**config.mk**
```make
export PLATFORM = sky130hd
export DESIGN_NAME = irq_merge_filter
export DESIGN_NICKNAME = d
export VERILOG_FILES = /design/src/rtl/irqm_pkg.sv /design/src/rtl/irqm_sync2.sv /design/src/rtl/irqm_deglitch.sv /design/src/rtl/irq_merge_filter.sv
export SDC_FILE = /design/constraint.sdc
export NUM_CORES = 1
export LEC_CHECK = 0
export BUFFER_PORTS_ARGS = -buffer_cell sky130_fd_sc_hd__buf_2
export CAP_MARGIN = 0
export CORE_AREA = 4 4 60 62
export DETAILED_ROUTE_END_ITERATION = 16
export DIE_AREA = 0 0 64 66
export PLACE_DENSITY = 0.41
export REMOVE_ABC_BUFFERS = 1
export SLEW_MARGIN = 20
export SYNTH_ARGS = -nofsm -noshare
export SYNTH_HDL_FRONTEND = slang
export SYNTH_SLANG_ARGS = --single-unit
```
**constraint.sdc**
```tcl
create_clock -name clk -period 1.66 [get_ports clk]
set_input_delay 0 -clock clk [delete_from_list [all_inputs] [get_ports clk]]
set_output_delay 0 -clock clk [all_outputs]
set_load 0.01 [all_outputs]
```
**src/rtl/irqm_pkg.sv**
```systemverilog
// Shared helpers for the interrupt merger.
// Assumes: callers pass positive cycle counts.
package irqm_pkg;

    // Filtered line level, named for readability.
    typedef enum logic {
        LINE_LOW  = 1'b0,
        LINE_HIGH = 1'b1
    } line_lvl_e;

    // Width needed to count from 0 up to n-1 (at least 1 bit).
    function automatic int unsigned cnt_width(input int unsigned n);
        return (n <= 2) ? 1 : $clog2(n);
    endfunction

    // Larger of two cycle counts.
    function automatic int unsigned max_cyc(input int unsigned a, input int unsigned b);
        return (a > b) ? a : b;
    endfunction

endpackage

```
**src/rtl/irqm_sync2.sv**
```systemverilog
// Two-flop synchronizer for one asynchronous level.
// Assumes: the input is a slow level; no pulse-width guarantee is needed here.
// Reset loads RST_VAL into both stages.
module irqm_sync2 #(
    parameter logic RST_VAL = 1'b1
) (
    input  logic clk,
    input  logic rst_n,
    input  logic d_async,
    output logic q_sync
);

    logic stage1_q;
    logic stage2_q;

    // Shift the raw level through two flops.
    always_ff @(posedge clk) begin
        if (!rst_n) begin
            stage1_q <= RST_VAL;
            stage2_q <= RST_VAL;
        end else begin
            stage1_q <= d_async;
            stage2_q <= stage1_q;
        end
    end

    assign q_sync = stage2_q;

endmodule

```
**src/rtl/irqm_deglitch.sv**
```systemverilog
// Asymmetric level filter. The filtered level moves to the synchronized
// level only after that level has differed from it for a run of cycles:
// FALL_CYC cycles to go low, RISE_CYC cycles to go high.
// Any sample equal to the current filtered level restarts the run.
// Assumes: the input is already synchronous to clk; FALL_CYC, RISE_CYC >= 1.
module irqm_deglitch
    import irqm_pkg::*;
#(
    parameter int unsigned FALL_CYC = 8,
    parameter int unsigned RISE_CYC = 4
) (
    input  logic clk,
    input  logic rst_n,
    input  logic s_in,
    output logic lvl_o
);

    localparam int unsigned MAXC = max_cyc(FALL_CYC, RISE_CYC);
    localparam int unsigned CW   = cnt_width(MAXC);
    localparam logic [CW-1:0] FALL_LAST = CW'(FALL_CYC - 1);
    localparam logic [CW-1:0] RISE_LAST = CW'(RISE_CYC - 1);

    line_lvl_e     lvl_q;
    logic [CW-1:0] run_q;
    logic [CW-1:0] last_c;
    logic          differ_c;
    logic          flip_c;

    // Choose the window for the pending direction; detect its completion.
    always_comb begin
        last_c   = (lvl_q == LINE_HIGH) ? FALL_LAST : RISE_LAST;
        differ_c = (s_in != logic'(lvl_q));
        flip_c   = differ_c && (run_q == last_c);
    end

    // Count the disagreeing run and flip the level when it completes.
    always_ff @(posedge clk) begin
        if (!rst_n) begin
            lvl_q <= LINE_HIGH;
            run_q <= '0;
        end else if (!differ_c) begin
            run_q <= '0;
        end else if (flip_c) begin
            lvl_q <= (lvl_q == LINE_HIGH) ? LINE_LOW : LINE_HIGH;
            run_q <= '0;
        end else begin
            run_q <= run_q + 1'b1;
        end
    end

    assign lvl_o = logic'(lvl_q);

    // a fall is only ever toward a low synchronized sample.
    p_fall_toward_low_r4: assert property (@(posedge clk) disable iff (!rst_n)
        $fell(lvl_o) |-> !$past(s_in));

    // a rise is only ever toward a high synchronized sample.
    p_rise_toward_high_r5: assert property (@(posedge clk) disable iff (!rst_n)
        $rose(lvl_o) |-> $past(s_in));

    // agreement between input and level holds the level.
    p_hold_when_equal_r6: assert property (@(posedge clk) disable iff (!rst_n)
        (s_in == lvl_o) |=> $stable(lvl_o));

    // the run counter never passes the longer window.
    p_run_bounded_r4: assert property (@(posedge clk) disable iff (!rst_n)
        (int'(run_q) < int'(MAXC)));

endmodule

```
**src/rtl/irq_merge_filter.sv**
```systemverilog
// Merges NUM_IN active-low interrupt lines into one open-drain pull-low
// enable, after synchronizing and deglitching each line. Low pulses need
// CYC_PER_US samples to count; high gaps need CYC_PER_US/2 samples.
// Assumes: CYC_PER_US >= 2 so that both latency bounds are met.
module irq_merge_filter #(
    parameter int unsigned NUM_IN     = 2,
    parameter int unsigned CYC_PER_US = 100
) (
    input  logic              clk,
    input  logic              rst_n,
    input  logic [NUM_IN-1:0] irq_raw_n,
    output logic [NUM_IN-1:0] irq_stat,
    output logic              irq_pull_lo
);

    localparam int unsigned LOW_CYC  = (CYC_PER_US < 1) ? 1 : CYC_PER_US;
    localparam int unsigned HIGH_CYC = (CYC_PER_US / 2 < 1) ? 1 : CYC_PER_US / 2;

    logic [NUM_IN-1:0] sync_n;
    logic [NUM_IN-1:0] filt_n;
    logic              pull_q;

    for (genvar gi = 0; gi < NUM_IN; gi++) begin : g_line
        irqm_sync2 #(
            .RST_VAL (1'b1)
        ) u_sync (
            .clk     (clk),
            .rst_n   (rst_n),
            .d_async (irq_raw_n[gi]),
            .q_sync  (sync_n[gi])
        );

        irqm_deglitch #(
            .FALL_CYC (LOW_CYC),
            .RISE_CYC (HIGH_CYC)
        ) u_filt (
            .clk   (clk),
            .rst_n (rst_n),
            .s_in  (sync_n[gi]),
            .lvl_o (filt_n[gi])
        );
    end

    assign irq_stat = ~filt_n;

    // Register the wired-AND result so the pin enable cannot glitch.
    always_ff @(posedge clk) begin
        if (!rst_n) begin
            pull_q <= 1'b0;
        end else begin
            pull_q <= ~(&filt_n);
        end
    end

    assign irq_pull_lo = pull_q;

    // any pending status drives the pin on the next cycle.
    p_pending_pulls_r3: assert property (@(posedge clk) disable iff (!rst_n)
        (|irq_stat) |=> irq_pull_lo);

    // no pending status releases the pin on the next cycle.
    p_idle_releases_r7: assert property (@(posedge clk) disable iff (!rst_n)
        !(|irq_stat) |=> !irq_pull_lo);

    // the pin never starts pulling without a pending status.
    p_rise_has_cause_r3: assert property (@(posedge clk) disable iff (!rst_n)
        $rose(irq_pull_lo) |-> $past(|irq_stat));

endmodule

```
# == After elaboration in Yosys (flattened, before gate mapping) ==
# Index checks and enable logic that the tools add are counted.
# totals
register_bits,21
in_bits,4
out_inout_bits,3
# op_classes
addsub,2
eq_ne,4
mux,4
bitwise_logic,5
n_reduce_logical,7
# ops
cell,n
$add 7x1->7 const B,2
$eq 7x7->1,2
$mux 7,2
$reduce_and 2->1,3
$reduce_or 3->1,2
$not 1->1,4
$logic_and 1x1->1,2
$mux 1,2
$ne 1x1->1,2
$not 2->2,1

# == Longest topological paths before layout ==
# logic_depth
depth_word,4
ltp_mapped,4
depth_no_buf,4

# == Hierarchy ==
# A second synthesis with hierarchy kept.
# unflattened
hier_cells,88
area_unflattened_um2,915.9
# by_module_without_submodules
module,n_inst,cells_each,area_per_inst_um2,seq_area_each_um2
irqm_deglitch,2,38,387.9,160.2
irqm_sync2,2,4,52.6,40.0
irq_merge_filter,1,4,35.0,20.0

# == Least setup slack after synthesis ==
# OpenSTA, ideal clock, no wires.
# synth_path
path_type,register to register
from,register g_line[1].u_filt.run_q[1]
to,register g_line[1].u_filt.run_q[6]
setup_time_ps,86
t_arrival_ps,1222
path_slack_ps,353
path_stages_with_launch,5
path_buffers,0
cell_sequence,dfxtp_1 > ha_1 > nand3_1 > or3_1 > a211oi_1
# synth_between
elab_chain_cells,3
elab_cells_between_ends,4
# synth_lines
item,line_no,source
"start, declared",irqm_deglitch.sv:24,logic [CW-1:0] run_q;
"start signal, assigned",irqm_deglitch.sv:47,run_q <= run_q + 1'b1;
branches (longest 3 deep; another with $add 7x1->7),--,
# Parallel ways; which one is timed is not known.
# A chain may end at the register's enable or synchronous reset.

# == Final worst setup path ==
# Ends and elaborated chain as after synthesis.

==> run summary <==
The flow ran to the end, and the final reports show no timing, DRC or antenna violations. The count of clock tree sinks is 21, and the power density over cell area is 738.5 mW/mm^2. For the pin with the worst max-slew slack, the measured transition is 0.2737 ns.

The number of cells on the worst reg-to-reg path is 4, and the total of flip-flops plus latches after synthesis is 21. The number of distinct standard cells referenced by the synthesized netlist came out at 24. The worst path needs 1.429 ns of the cycle, external delays included. The area taken by flip-flops and latches came out at 420.4 um^2. Worst reg2reg path startpoint: g_line[1].u_filt.run_q[1]$_SDFF_PP0_. The accumulated negative setup slack was 0 ns. Entering global routing, the biggest net connects 12 pins.

For the H-tree depth reported by CTS, the log shows 1. Setup repair after global routing left no endpoint under its margin. For this block, the routed nets add up to 1626 um of wire. The kind of end point of the critical path was a register.

The highest layer touched by signal routing is met4. Along the worst path, the maximum fanout reaches 6. TritonCTS built the clock tree. The endpoint of the worst hold-timing path is g_line[0].u_sync.q_sync$_SDFF_PN1_. Before antenna repair, the detailed router went through 4 iterations. The initial antenna violation count is 0, and the normalized max-slew margin is 0.8152. The per-cell via count in the routed design is 4.735. Row generation in the floorplan step produced 20 rows.

For this run, design rule violations remaining after detail routing come to 0. The tools report the detailed-routed wire length on met3 as 61 um. The tools report the part of the Yosys area used for sequential elements as 0.4693. The tools report the global-route total usage across every layer as 0.08921. At the later pin of the worst-skew pair, clock insertion delay measures 0.30 ns. The routed layout has 696 vias. Final hold analysis gives a worst-case slack of 0.4205 ns. Yosys mapped a number of flops with a built-in enable equal to 0. For flop-to-flop paths, the worst setup slack is 0.23 ns.

The total area inside the core boundary comes to 0.003028 mm^2. Ranked by instance count, the synthesized netlist is headed by 21 x dfxtp_1, 7 x nand2_1, 6 x nor3_1, 6 x xor2_1, 5 x o21ai_0. Final hold violation count: 0.

The layout-stage area growth over the synthesis result is 18.02%, and the share of cells above drive strength 1 is 0.1262. The final period utilization is 0.8609. On the final layout, the worst clock skew is 0.007060 ns. In this run the static leakage power is 0.3446 nW. The startpoint-to-endpoint class of the critical path was reg -> reg. Setup violations remaining at the end of the flow were counted as 0. The multi-input combinational cells in the finished layout cover a total of 460.4 um^2. The run gives 1.66 ns as the arrival time at the worst endpoint.

The cell sitting at the root of the clock tree is a clkbuf_4. The routed length on met2 is 804 um. The post-synthesis area per instance works out to 10.18 um^2. The cell depth of the worst hold path works out to 1. The run gives 317 as the total of fill cells in the finished design. 7 I/O pins were placed. Counting along the longest clock path gives a buffer depth of 2. The HPWL after detailed placement came out at 1157 um.

dfxtp_1 is the most common cell in the netlist. The overall die height came out at 66 um. The tightest min-delay check is of the reg -> reg type. Buffers placed on the I/O ports in this run total 6.

The clock transition at the registers of the reported paths is 0.12 ns, and the diode insertion count for antenna repair is 0. The initial standard-cell utilization of the core was 0.2959. Cell taking the most area after synthesis: dfxtp_1. The mapped netlist covers 895.9 um^2. In the final design database the tool counted 110 nets.

The die covers 0.004224 mm^2. The number of global-route vias before repair is 641. Hold path startpoint: g_line[0].u_sync.stage1_q$_SDFF_PN1_. The tools report the last weighted congestion value of the routability-driven placer as 0.7813.

Buffers inserted during clock tree synthesis total 3. The wire length of the first global-routing pass is 2870 um, and the final routed wire length divided by cell count is 11.06 um. The async set-reset flop share out of synthesis was 0. After the first detailed-routing iteration, the DRC count stood at 47.

For this run, the leading register cell type out of synthesis is dfxtp_1. The worst-case IR drop observed on VDD is 0.4732 mV. Synthesis produced a netlist whose cell count is 88. In this run the post-CTS setup repair buffer count came out at 0. The hold buffer count at cts came out at 5. The endpoint identified for the worst register-to-register timing path is g_line[1].u_filt.run_q[6]$_SDFF_PP0_.

STA classifies the critical path startpoint as a register. By area the synthesized netlist is led by dfxtp_1 47%, xor2_1 5.9%, nand4bb_1 3.8%. The number of max-cap violations is 0. Data on the critical path is required at its endpoint by 1.89 ns. The share of the synthesized area in the top cell type was 0.4693. The total grt overflow is 0. For the wire length the detailed router placed on met1, the log shows 739 um. The detail route stage leaves a number of antenna-violating nets equal to 0. The count of synthesis-stage warnings from yosys is 0. The die is 64 um wide. The final count of pins violating max slew is 0. The post-cts repair resize count was 0. For the maximum clock frequency, the log shows 0.6998 GHz.
layout make-up:
class | instances | share of cell area
clock buffer | 4 | 0.02485
inverter | 4 | 0.01420
multi-input combinational | 63 | 0.4355
sequential | 21 | 0.3976
tap | 44 | 0.05207
timing repair buffer | 11 | 0.07574
cell usage in the layout, fill, tap and decap left out, drive strengths merged, types with 3 or more instances in the layout:
| cell type | count |
|---|---|
| or3 | 4 |
| nand3 | 4 |
| o21ai | 5 |
| nand4bb | 3 |
| clkbuf | 4 |
| nor3 | 6 |
| a211oi | 4 |
| dfxtp | 21 |
| dlygate4sd3 | 5 |
| xor2 | 6 |
| buf | 6 |
| inv | 4 |
| nand2b | 4 |
| nand2 | 7 |
critical path, cell delays in order (launching register included):
cell	delay, ns
dfxtp_1	0.44
ha_1	0.22
nand3_1	0.13
or3_1	0.36
a211oi_1	0.21
per-stage QoR:
stage / instance area [um^2] / setup WS, ns / instances / power, mW / utilization
after floorplan: 895.9 / 0.3529 / 88 / 0.5319 / -
after global placement: 980.9 / 0.2498 / 138 / 0.5403 / 0.3240
after detailed placement: 980.9 / 0.2255 / 138 / 0.5403 / 0.3240
after CTS: 1057 / 0.1978 / 147 / 0.7961 / 0.3492
after global routing: 1057 / 0.03032 / 147 / 0.8281 / 0.3492
final: 1057 / 0.2310 / 147 / 0.7808 / 0.3492
flip-flops by register name, summed over array words and instances (netlist names):
name / count
irq_pull_lo: 1
g_line.u_filt.run_q: 14
g_line.u_sync.stage1_q: 2
g_line.u_sync.q_sync: 2
g_line.u_filt.lvl_o: 2
report_power, final:
| part | total, mW | switching, mW | internal (mW) |
|---|---|---|---|
| Combinational | 0.0246 | 0.00959 | 0.0150 |
| Clock | 0.243 | 0.149 | 0.0935 |
| Sequential | 0.513 | 0.00361 | 0.510 |
logic make-up (layout without fill, tap and decap cells):
logic type / after synthesis / count (layout) / share of synthesized area
flip-flops: 21 / 21 / 0.4693
XOR/XNOR: 8 / 8 / 0.07822
adder cells (fa/ha/maj): 2 / 2 / 0.02793
buffers and inverters: 4 / 19 / 0.01675
AND/OR/NAND/NOR: 38 / 38 / 0.2737
AO/OA/AOI/OAI: 15 / 15 / 0.1341
layer usage:
metal  vias to the layer above  GRT usage
li1                        356          -
met1                       327    0.09446
met2                        11     0.1561
met3                         2    0.04252
met4                         0    0.02695
met5                         -          0
worst max path at each step:
| stage | slack (ns) | endpoint | startpoint | cells past startpoint |
|---|---|---|---|---|
| after global placement | 0.25 | g_line[1].u_filt.run_q[6]$_SDFF_PP0_ | g_line[1].u_filt.run_q[1]$_SDFF_PP0_ | 4 |
| after CTS | 0.20 | g_line[1].u_filt.run_q[6]$_SDFF_PP0_ | g_line[1].u_filt.run_q[1]$_SDFF_PP0_ | 4 |
| after detailed placement | 0.23 | g_line[1].u_filt.run_q[6]$_SDFF_PP0_ | g_line[1].u_filt.run_q[1]$_SDFF_PP0_ | 4 |
| final | 0.23 | g_line[1].u_filt.run_q[6]$_SDFF_PP0_ | g_line[1].u_filt.run_q[1]$_SDFF_PP0_ | 4 |
| after floorplan | 0.35 | g_line[1].u_filt.run_q[6]$_SDFF_PP0_ | g_line[1].u_filt.run_q[1]$_SDFF_PP0_ | 4 |
| after global routing | 0.03 | g_line[1].u_filt.run_q[6]$_SDFF_PP0_ | g_line[1].u_filt.run_q[1]$_SDFF_PP0_ | 4 |
No activity file was read; power rests on OpenSTA's default activity.
